`src/rtl/serialNegPkg.sv`:
```
package serialNegPkg;

  // Strobes from control to datapath
  typedef struct packed {
    logic load;   // capture a new word, clear the seen-a-one flag
    logic shift;  // move one bit through the Mealy machine
  } negStrobe_t;

  typedef enum logic {
    PH_IDLE = 1'b0,
    PH_RUN  = 1'b1
  } negPhase_e;

endpackage

```
`src/rtl/negControl.sv`:
```
module negControl
  import serialNegPkg::*;
#(
  parameter int WIDTH = 8
) (
  input  logic       clk,
  input  logic       rst,
  input  logic       start,
  output negStrobe_t strobe,
  output logic       busy,
  output logic       done
);

  localparam int CW = (WIDTH > 2) ? $clog2(WIDTH) : 1;
  localparam logic [CW-1:0] LAST = CW'(WIDTH - 1);

  negPhase_e      phaseQ;
  logic [CW-1:0]  countQ;
  logic           doneQ;
  logic           lastShift;

  assign busy = (phaseQ == PH_RUN);
  assign done = doneQ;

  always_comb begin
    strobe.load  = start && (phaseQ == PH_IDLE);
    strobe.shift = (phaseQ == PH_RUN);
    lastShift    = (phaseQ == PH_RUN) && (countQ == LAST);
  end

  always_ff @(posedge clk) begin
    if (rst) begin
      phaseQ <= PH_IDLE;
      countQ <= '0;
      doneQ  <= 1'b0;
    end else begin
      doneQ <= lastShift;
      if (strobe.load) begin
        phaseQ <= PH_RUN;
        countQ <= '0;
      end else if (phaseQ == PH_RUN) begin
        countQ <= countQ + 1'b1;
        if (lastShift) begin
          phaseQ <= PH_IDLE;
        end
      end
    end
  end

  // reset clears the handshake outputs
  p_reset_clear_r1: assert property (@(posedge clk) rst |=> (!busy && !done));

  // an idle start begins a conversion
  p_accept_r2: assert property (@(posedge clk) disable iff (rst)
    (start && !busy) |=> busy);

  // done is a single-cycle pulse
  p_done_pulse_r7: assert property (@(posedge clk) disable iff (rst)
    done |=> !done);

  // done follows the falling edge of busy
  p_done_after_busy_r7: assert property (@(posedge clk) disable iff (rst)
    done |-> (!busy && $past(busy)));

  // a start during a word does not restart the counter
  p_ignore_start_r8: assert property (@(posedge clk) disable iff (rst)
    (busy && start && countQ != LAST) |=> (busy && countQ != '0));

endmodule

```
`src/rtl/negDatapath.sv`:
```
module negDatapath
  import serialNegPkg::*;
#(
  parameter int WIDTH = 8
) (
  input  logic             clk,
  input  logic             rst,
  input  negStrobe_t       strobe,
  input  logic [WIDTH-1:0] dataIn,
  output logic [WIDTH-1:0] word
);

  logic [WIDTH-1:0] wordQ;
  logic             seenOneQ;   // state flop: 0 = no 1 yet, 1 = a 1 was seen
  logic             inBit;
  logic             outBit;
  logic             seenOneD;

  assign word = wordQ;

  // Mealy next-state and output logic
  always_comb begin
    inBit    = wordQ[0];
    outBit   = seenOneQ ? ~inBit : inBit;
    seenOneD = seenOneQ | inBit;
  end

  always_ff @(posedge clk) begin
    if (rst) begin
      wordQ    <= '0;
      seenOneQ <= 1'b0;
    end else if (strobe.load) begin
      wordQ    <= dataIn;
      seenOneQ <= 1'b0;
    end else if (strobe.shift) begin
      wordQ    <= {outBit, wordQ[WIDTH-1:1]};
      seenOneQ <= seenOneD;
    end
  end

  // load clears the state and captures the word (also R2)
  p_load_clear_r6: assert property (@(posedge clk) disable iff (rst)
    strobe.load |=> (!seenOneQ && wordQ == $past(dataIn)));

  // the register shifts right by one position
  p_shift_right_r3: assert property (@(posedge clk) disable iff (rst)
    strobe.shift |=> (wordQ[WIDTH-2:0] == $past(wordQ[WIDTH-1:1])));

  // before any 1, bits are copied unchanged
  p_copy_r4: assert property (@(posedge clk) disable iff (rst)
    (strobe.shift && !seenOneQ) |=> (wordQ[WIDTH-1] == $past(wordQ[0])));

  // after a 1, bits are inverted
  p_invert_r5: assert property (@(posedge clk) disable iff (rst)
    (strobe.shift && seenOneQ) |=> (wordQ[WIDTH-1] != $past(wordQ[0])));

  // the seen-a-one state is sticky until a load
  p_sticky_r5: assert property (@(posedge clk) disable iff (rst)
    (seenOneQ && !strobe.load) |=> seenOneQ);

  // with no load and no shift, the result holds
  p_hold_r9: assert property (@(posedge clk) disable iff (rst)
    (!strobe.load && !strobe.shift) |=> $stable(wordQ));

endmodule

```
`src/rtl/serialNegator.sv`:
```
module serialNegator
  import serialNegPkg::*;
#(
  parameter int WIDTH = 8
) (
  input  logic             clk,
  input  logic             rst,
  input  logic             start,
  input  logic [WIDTH-1:0] dataIn,
  output logic             busy,
  output logic             done,
  output logic [WIDTH-1:0] result
);

  negStrobe_t strobe;

  negControl #(.WIDTH(WIDTH)) u_control (
    .clk    (clk),
    .rst    (rst),
    .start  (start),
    .strobe (strobe),
    .busy   (busy),
    .done   (done)
  );

  negDatapath #(.WIDTH(WIDTH)) u_datapath (
    .clk    (clk),
    .rst    (rst),
    .strobe (strobe),
    .dataIn (dataIn),
    .word   (result)
  );

endmodule

```
`config.mk`:
```
export PLATFORM = sky130hd
export DESIGN_NAME = serialNegator
export DESIGN_NICKNAME = d
export VERILOG_FILES = /design/src/rtl/serialNegPkg.sv /design/src/rtl/negControl.sv /design/src/rtl/negDatapath.sv /design/src/rtl/serialNegator.sv
export SDC_FILE = /design/constraint.sdc
export NUM_CORES = 1
export LEC_CHECK = 0
export BUFFER_PORTS_ARGS = -buffer_cell sky130_fd_sc_hd__buf_2
export CORE_UTILIZATION = 40
export CTS_CLUSTER_DIAMETER = 120
export CTS_CLUSTER_SIZE = 25
export DETAILED_ROUTE_END_ITERATION = 8
export PLACE_DENSITY = 0.73
export SYNTH_ARGS = -nofsm -noshare
export SYNTH_HDL_FRONTEND = slang
export SYNTH_HIERARCHICAL = 1
export SYNTH_SLANG_ARGS = --single-unit
```
`constraint.sdc`:
```
create_clock -name clk -period 1.3 [get_ports clk]
set_clock_uncertainty 0.15 [all_clocks]
set_input_delay 0.065 -clock clk [delete_from_list [all_inputs] [get_ports clk]]
set_output_delay 0.065 -clock clk [all_outputs]
set_load 0.01 [all_outputs]
```
# After elaboration in Yosys (flattened, before gate mapping)
# Cells that the tools add are included.
[word_totals] ff_bits=14 latchBits=0 ramBits=0 mem_bits_ro=0 inputBits=11 output_inout_bits=10 memories=0
[classes] addsub=1 multipliers=0 div=0 order_cmp=0 eq_ne=1 n_shift=0 muxes=6 bitwise=3 n_reduce_logical=4
[op_table] operator="two-way mux 8 bit" n=2
[op_table] operator="two-way mux 1 bit" n=4
[op_table] operator="adder 3 x 1 -> 3 bit, second input constant" n=1
[op_table] operator="equality test 3 bit, second input constant" n=1
[op_table] operator="logical AND 1 bit" n=2
[op_table] operator="inverter 1 bit" n=2
[op_table] operator="nonzero test 2 bit" n=1
[op_table] operator="OR reduction 2 bit" n=1
[op_table] operator="OR 1 bit" n=1

# Longest topological paths before layout
# Gate-level depths: netlist of run 1.
[depth] word_depth=5 ltp_mapped=4 ltp_nobuf=4

# By module
# Netlist of run 1, hierarchy kept.
[by_module_without_submodules] mod="negDatapath" n_inst=1 cells_per_inst=41 area_per_inst_um2=427.9
[by_module_without_submodules] mod="negControl" n_inst=1 cells_per_inst=22 area_per_inst_um2=220.2

# Least setup slack after synthesis of run 1
# Ideal clock, no wire load.
[synth_timing] kind="register to register" start="register u_control.phaseQ, in the netlist u_control/busy" end="register u_datapath.seenOneQ" arrival_ps=1112 required_ps=1047 path_slack_ps=-65 path_stages_with_launch=5 n_path_buf=2 cell_sequence="dfxtp_1 -> buf_4 -> buf_6 -> nor2_1 -> a2111oi_2"
[synth_between] elab_chain_len=3
[synth_lines] element="start: declaration" line="negControl.sv:17" source="negPhase_e phaseQ;"
[synth_lines] element="start signal: assignment" line="negControl.sv:33" source="phaseQ <= PH_IDLE;"
[synth_lines] element="start signal: assignment" line="negControl.sv:39" source="phaseQ <= PH_RUN;"
[synth_lines] element="start signal: assignment" line="negControl.sv:44" source="phaseQ <= PH_IDLE;"
[synth_lines] element="inverter 1 bit" line="negControl.sv:26" source="strobe.load = start && (phaseQ == PH_IDLE);"
[synth_lines] element="logical AND 1 bit" line="negControl.sv:26"
[synth_lines] element="OR reduction 2 bit (no line)"
[synth_lines] element="end signal: assignment" line="negDatapath.sv:37" source="seenOneQ <= seenOneD;"
[synth_lines] element="end: declaration" line="negDatapath.sv:14" source="logic seenOneQ;"
# Parallel ways exist; a longest one is shown, timed or not.
# A chain may end at the register's enable or synchronous reset.

==> results of run 1 <==
-- worst max-delay path: cells and delay by family, from the launching register on --
kind                   cells  cell delay [ns]
flip-flops                 1             0.33
buffers and inverters      1             0.10
AND/OR/NAND/NOR            1             0.31
AO/OA/AOI/OAI              1             0.26
-- per-layer routing --
metal  up-vias  GRT usage (%)  wire, um
li1        292              -         -
met1       260           21.6       651
met2        20           25.8       570
met3         2           2.59        60
met4         0           7.50         6
met5         -              0         0
-- power breakdown --
group	total (uW)	switching (uW)	leakage (uW)	internal, uW
Clock	314	144	0.0000210	170
Sequential	483	21.8	0.000116	461
Combinational	206	94.0	0.000261	112
Total	1000	260	0.000398	743
-- layout make-up --
type | count | area [um2]
timing repair buffer | 32 | 223
tap | 16 | 20.0
clock buffer | 4 | 36.3
inverter | 3 | 11.3
multi-input combinational | 43 | 340
fill | 136 | 593
sequential | 14 | 283
-- state kept, by name, indices dropped and copies added, names as in the netlist --
register	cells
u_control/countQ	3
u_control/done	1
u_datapath/seenOneQ	1
u_control/busy	1
u_datapath/word	8
-- Yosys cell counts --
master and number:
dfxtp_1 14, nor2b_1 9, a211oi_1 8, mux2i_1 8
a21oi_1 3, ha_1 3, nand2_1 3, or3b_1 3
inv_1 2, nor2_1 2, a2111oi_2 1, and2b_1 1
buf_4 1, buf_6 1, clkbuf_1 1, inv_2 1
o21ba_2 1, or2b_1 1
-- cell families (layout without fill, tap and decap cells) --
family                   after synthesis  after routing  synth area share, %
AO/OA/AOI/OAI                         13             13                 15.4
multiplexers                           8              8                 12.4
AND/OR/NAND/NOR                       19             19                 18.0
flip-flops                            14             14                 43.2
buffers and inverters                  6             39                 5.21
adder cells (fa/ha/maj)                3              3                 5.79
-- worst paths after layout --
kind | end | start
max | u_datapath/word[3] | u_control/busy
min | u_datapath/seenOneQ | start
max reg2reg | u_datapath/word[3] | u_control/busy
min reg2reg | u_datapath/seenOneQ | u_datapath/seenOneQ
-- per-stage QoR --
stage	area [um2]	cells	hold WS (ns)
3_3_place_gp	762	98	0.220
2_1_floorplan	649	63	-0.0159
6_report	913	112	0.0586
5_1_grt	913	112	0.0702
4_1_cts	900	112	0.0982
3_5_place_dp	762	98	0.221
-- timing repair --
item                                    in CTS  in global routing
endpoints found under the setup margin       5                  8
hold endpoints to repair                    13                  0
resized for setup                            1                  5
gates cloned                                 0                  0
hold buffers                                10                  0
pin swaps                                    0                  3
==> flow_metrics.env, run 1 <==
export IMPL_tns_ns=0
export IMPL_vias=574
export IMPL_fin_crit_sh_pct=94.6
export IMPL_wl_per_cell_um=11.5
export IMPL_yosys_cell_types_count=18
export IMPL_hold_viol=0
export IMPL_leakagePower_uw=0.000398
export IMPL_netlist_area_leader_share_pct=43.2
export IMPL_critPathLaunchType="register"
export IMPL_run_status="completed"
export IMPL_hold_depth=3
export IMPL_utilization_pct=60.6
export IMPL_synth_seq_cells=14
export IMPL_cts_tree="done"
export IMPL_cp_required_ns=1.34
export IMPL_final_nets=111
export IMPL_endpoint_kind="register"
export IMPL_syn_avg_cell_area_um2=10.3
export IMPL_grt_usage_pct=16.3
export IMPL_drive_gt1_share_pct=34.4
export IMPL_drt_iter0_markers=10
export IMPL_crit_chain="and2b_4, inv_2, a211oi_1"
export IMPL_critPathMaxFanout=11
export IMPL_ff2ff_path_depth=3
export IMPL_max_slew_worst_pin_slew_ns=0.268
export IMPL_area_growth_pct=40.9
export IMPL_synth_area_um2=648
export IMPL_crit_arrival_ns=1.27
export IMPL_coreArea_mm2=0.00151
export IMPL_grt_max_degree=16
export IMPL_synthCells=63
export IMPL_final_cell_mix="buf_2 (20), dfxtp_1 (12), dlygate4sd3_1 (10)"
export IMPL_drv_slew=0
export IMPL_cts_buffers=3
export IMPL_ys_seq_area_share_pct=43.2
export IMPL_die_w_um=42.3
export IMPL_viasPerCell=5.13
export IMPL_slowest_delay_ns=0.33
export IMPL_slowest_stage="dfxtp_2"
export IMPL_htree_levels=1
export IMPL_cts_setup_buffers=0
export IMPL_io_pins=21
export IMPL_rsz0062_at_grt="no"
export IMPL_dieArea_mm2=0.00179
export IMPL_grt_overflow_total=0
export IMPL_diodes=0
export IMPL_clock_fmax_ghz=0.813
export IMPL_synth_top_area_cell="dfxtp_1"
export IMPL_period_minus_slack_ns=1.23
export IMPL_ant_nets=0
export IMPL_place_gp_congestion=0.713
export IMPL_hold_path_class="in -> reg"
export IMPL_antenna_found_initial=0
export IMPL_path_clk_slew_ns=0.09
export IMPL_wl_mm=1.29
export IMPL_clock_sinks=14
export IMPL_start_util_pct=43.0
export IMPL_synth_warnings=6
export IMPL_fin_ws_ns=0.0707
export IMPL_synthTopCellsByArea="dfxtp_1 (43%), mux2i_1 (12%), a211oi_1 (9.3%)"
export IMPL_total_power_uw=1000
export IMPL_cts_buffer_depth=2
export IMPL_first_pass_iters=4
export IMPL_slew_headroom_pct=82.1
export IMPL_num_rows=14
export IMPL_r2r_slack_ns=0.07
export IMPL_drc=0
export IMPL_cts_root_buf="clkbuf_4"
export IMPL_postSynthNetCount=77
export IMPL_setup_viol=0
export IMPL_portBuffers=20
export IMPL_die_y_um=42.3
export IMPL_power_density_mw_per_mm2=1100
export IMPL_vdd_drop_max_mv=0.602
export IMPL_dp_slack_ns=0.00746
export IMPL_drv_cap=0
export IMPL_final_common_cell="buf_2"
export IMPL_crit_type="reg -> reg"
export IMPL_post_dp_hpwl_um=839
export IMPL_clk_latency_ns=0.28
export IMPL_grt_pass1_wl_mm=2.26
export IMPL_grt_pass1_vias=533
Power figures use the tool's default switching activity.
==> run 2: changes to the inputs <==
- ABC_AREA: unset -> 1
- PLACE_DENSITY: 0.73 -> 0.72
==> run 2 against run 1 <==
  * Design area increased by 8.4%
  * Register-to-register slack about the same
  * Via count is 28% higher
  * Fmax down 1.4%
  * Setup slack worse by 0.018 ns
==> flow_metrics.env, run 2 <==
export IMPL_final_cell_mix="nand2_1 (40), buf_2 (20), inv_1 (17)"
export IMPL_ys_seq_area_share_pct=38.4
export IMPL_switching_share_pct=27.3
export IMPL_netlist_area_leader_share_pct=38.4
export IMPL_synth_warnings=6
export IMPL_power_density_mw_per_mm2=1000
export IMPL_portBuffers=20
export IMPL_io_pins=21
export IMPL_largest_register_ffs=8
export IMPL_fillers=171
export IMPL_synth_seq_cells=14
export IMPL_clock_sinks=14
export IMPL_dp_cells=152
export IMPL_dieArea_mm2=0.00200
export IMPL_cts_buffer_depth=2
export IMPL_clk_latency_ns=0.28
export IMPL_post_dp_hpwl_mm=1.03
export IMPL_place_gp_congestion=0.831
export IMPL_design_area_um2=990
export IMPL_path_clk_slew_ns=0.08
export IMPL_place_area_um2=850
export IMPL_coreArea_mm2=0.00173
export IMPL_seqPwrFrac_pct=47.8
export IMPL_endpoint_kind="register"
export IMPL_start_util_pct=42.3
export IMPL_cts_buffers=3
export IMPL_synth_common_cells="nand2_1 (40), inv_1 (18), dfxtp_1 (14), nor2_1 (12), nand3_1 (9)"
export IMPL_postSynthNetCount=123
export IMPL_die_w_um=44.7
export IMPL_leakagePower_uw=0.000551
export IMPL_ys_flop_type="dfxtp_1"
export IMPL_synth_compound_area_share_pct=2.74
export IMPL_die_y_um=44.7
export IMPL_p_switching_uw=271
export IMPL_crit_arrival_ns=1.33
export IMPL_diodes=0
export IMPL_viasPerCell=4.42
export IMPL_area_growth_pct=35.4
export IMPL_first_pass_iters=4
export IMPL_ant_nets=0
export IMPL_wl_mm=1.60
export IMPL_grt_max_degree=20
export IMPL_cts_setup_buffers=0
export IMPL_final_nets=156
export IMPL_hold_path_class="reg -> reg"
export IMPL_clock_fmax_ghz=0.802
export IMPL_drive_gt1_share_pct=24.8
export IMPL_synth_top_area_cell="dfxtp_1"
export IMPL_synthTopCellsByArea="dfxtp_1 (38%), nand2_1 (21%), inv_1 (9.2%)"
export IMPL_grt_overflow_total=0
export IMPL_drt_iter0_markers=9
export IMPL_crit_type="in -> reg"
export IMPL_synth_xor_area_share_pct=0
export IMPL_synth_edf_count=0
export IMPL_synthArstFlopShare_pct=0
export IMPL_wl_per_cell_um=9.61
export IMPL_run_status="completed"
export IMPL_synth_area_um2=731
export IMPL_critPathMaxFanout=9
export IMPL_hold_viol=0
export IMPL_cts_root_buf="clkbuf_4"
export IMPL_yosys_cell_types_count=13
export IMPL_wl_met1_um=649
export IMPL_fin_hold_ws_ns=0.342
export IMPL_p_int_uw=719
export IMPL_setup_viol=0
export IMPL_max_slew_worst_pin_slew_ns=0.201
export IMPL_vias=733
export IMPL_cts_tree="done"
export IMPL_antenna_found_initial=0
export IMPL_rsz0062_at_grt="yes"
export IMPL_final_common_cell="nand2_1"
export IMPL_drv_slew=0
export IMPL_utilization_pct=57.3
export IMPL_synth_top_family_by_area="simple AND/OR/NAND/NOR gates"
export IMPL_critPathLaunchType="input pin"
export IMPL_pwr_share_clk_pct=31.8
export IMPL_pwr_share_comb_pct=20.4
export IMPL_drv_cap=0
export IMPL_synth_mux_area_share_pct=0
export IMPL_top_layer="met4"
export IMPL_synth_most_common_cell="nand2_1"
export IMPL_num_rows=15
export IMPL_grt_usage_pct=17.1
export IMPL_fin_crit_sh_pct=95.9
export IMPL_htree_levels=1
export IMPL_vdd_drop_max_mv=0.638
export IMPL_wl_met3_um=89
export IMPL_period_minus_slack_ns=1.25
export IMPL_yosys_area_share_adder_pct=5.14
export IMPL_drc=0
export IMPL_grt_pass1_wl_mm=2.35
export IMPL_slew_headroom_pct=86.6
export IMPL_grt_pass1_vias=599
export IMPL_met2_length_um=833
export IMPL_synthSimpleGateAreaFrac_pct=36.1
export IMPL_layoutNonFillerInstCount=166
export IMPL_synthCells=109
export IMPL_syn_avg_cell_area_um2=6.70
export IMPL_cp_required_ns=1.38
run 2: changes by cell type in the layout (fill, tap and decap cells not counted), moves of 2 or more:
cell / previous run / this run
nand2_1: 3 / 40
inv_1: 2 / 17
nor2_1: 2 / 12
nand3_1: 0 / 9
nor2b_1: 9 / 0
a211oi_1: 8 / 0
mux2i_1: 8 / 0
or3b_1: 3 / 0
a21oi_1: 2 / 4
buf_6: 2 / 0
nand2_2: 0 / 2
run 2: metrics by stage:
stage               TNS, ns  total power, uW  setup WS, ns
floorplan                 0              603       0.00670
global placement          0              655        0.0604
detailed placement        0              658        0.0419
CTS                       0              996        0.0281
global route        -0.0125             1050       -0.0125
finish                    0              990        0.0527
run 2: power by group through the flow:
stage / clock network (uW) / registers [uW] / logic, uW
after detailed placement: 0 / 482 / 175
after floorplan: 0 / 490 / 113
final: 315 / 473 / 202
after global placement: 0 / 482 / 173
after CTS: 327 / 472 / 197
after global routing: 351 / 477 / 226
run 2: worst paths after layout:
check | cells after the start | start | to | slack (ns)
max | 10 | start | u_datapath/word[1] | 0.05
min | 2 | u_datapath/word[5] | u_datapath/word[5] | 0.34
max reg2reg | 6 | u_control/countQ[0] | u_control/countQ[2] | 0.08
min reg2reg | 2 | u_datapath/word[5] | u_datapath/word[5] | 0.34
run 2: final cells by class:
class | instances | area [um2] | area share (%)
timing repair buffer | 32 | 228 | 23.0
tap | 25 | 31.3 | 3.16
inverter | 20 | 87.6 | 8.85
sequential | 14 | 283 | 28.6
clock buffer | 4 | 36.3 | 3.67
multi-input combinational | 71 | 324 | 32.7
run 2: cells by family after synthesis:
logic type,count (synthesis)
fa+ha+maj,3
flops,14
buf+inv,24
compound gates,4
simple gates,64
run 2: repair_timing:
item / in CTS / in global routing
hold buffers: 9 / 1
endpoints found under the hold margin: 13 / 4
resized for setup: 0 / 3
setup endpoints to repair: 0 / 9
run 2: worst max-delay path, cell delays in order:
cell and delay (ns):
dlygate4sd3_1 0.53, buf_2 0.13, nand2_2 0.08, inv_2 0.06, buf_12 0.14, inv_12 0.06, nand3_1 0.06, nand3_1 0.09
nand2_1 0.05, inv_1 0.07
run 2: layer usage:
layer  GRT usage (%)  vias up
met5               0        -
met4            9.09        0
met3            7.20        6
met2            29.4       23
met1            17.7      317
li1                -      387
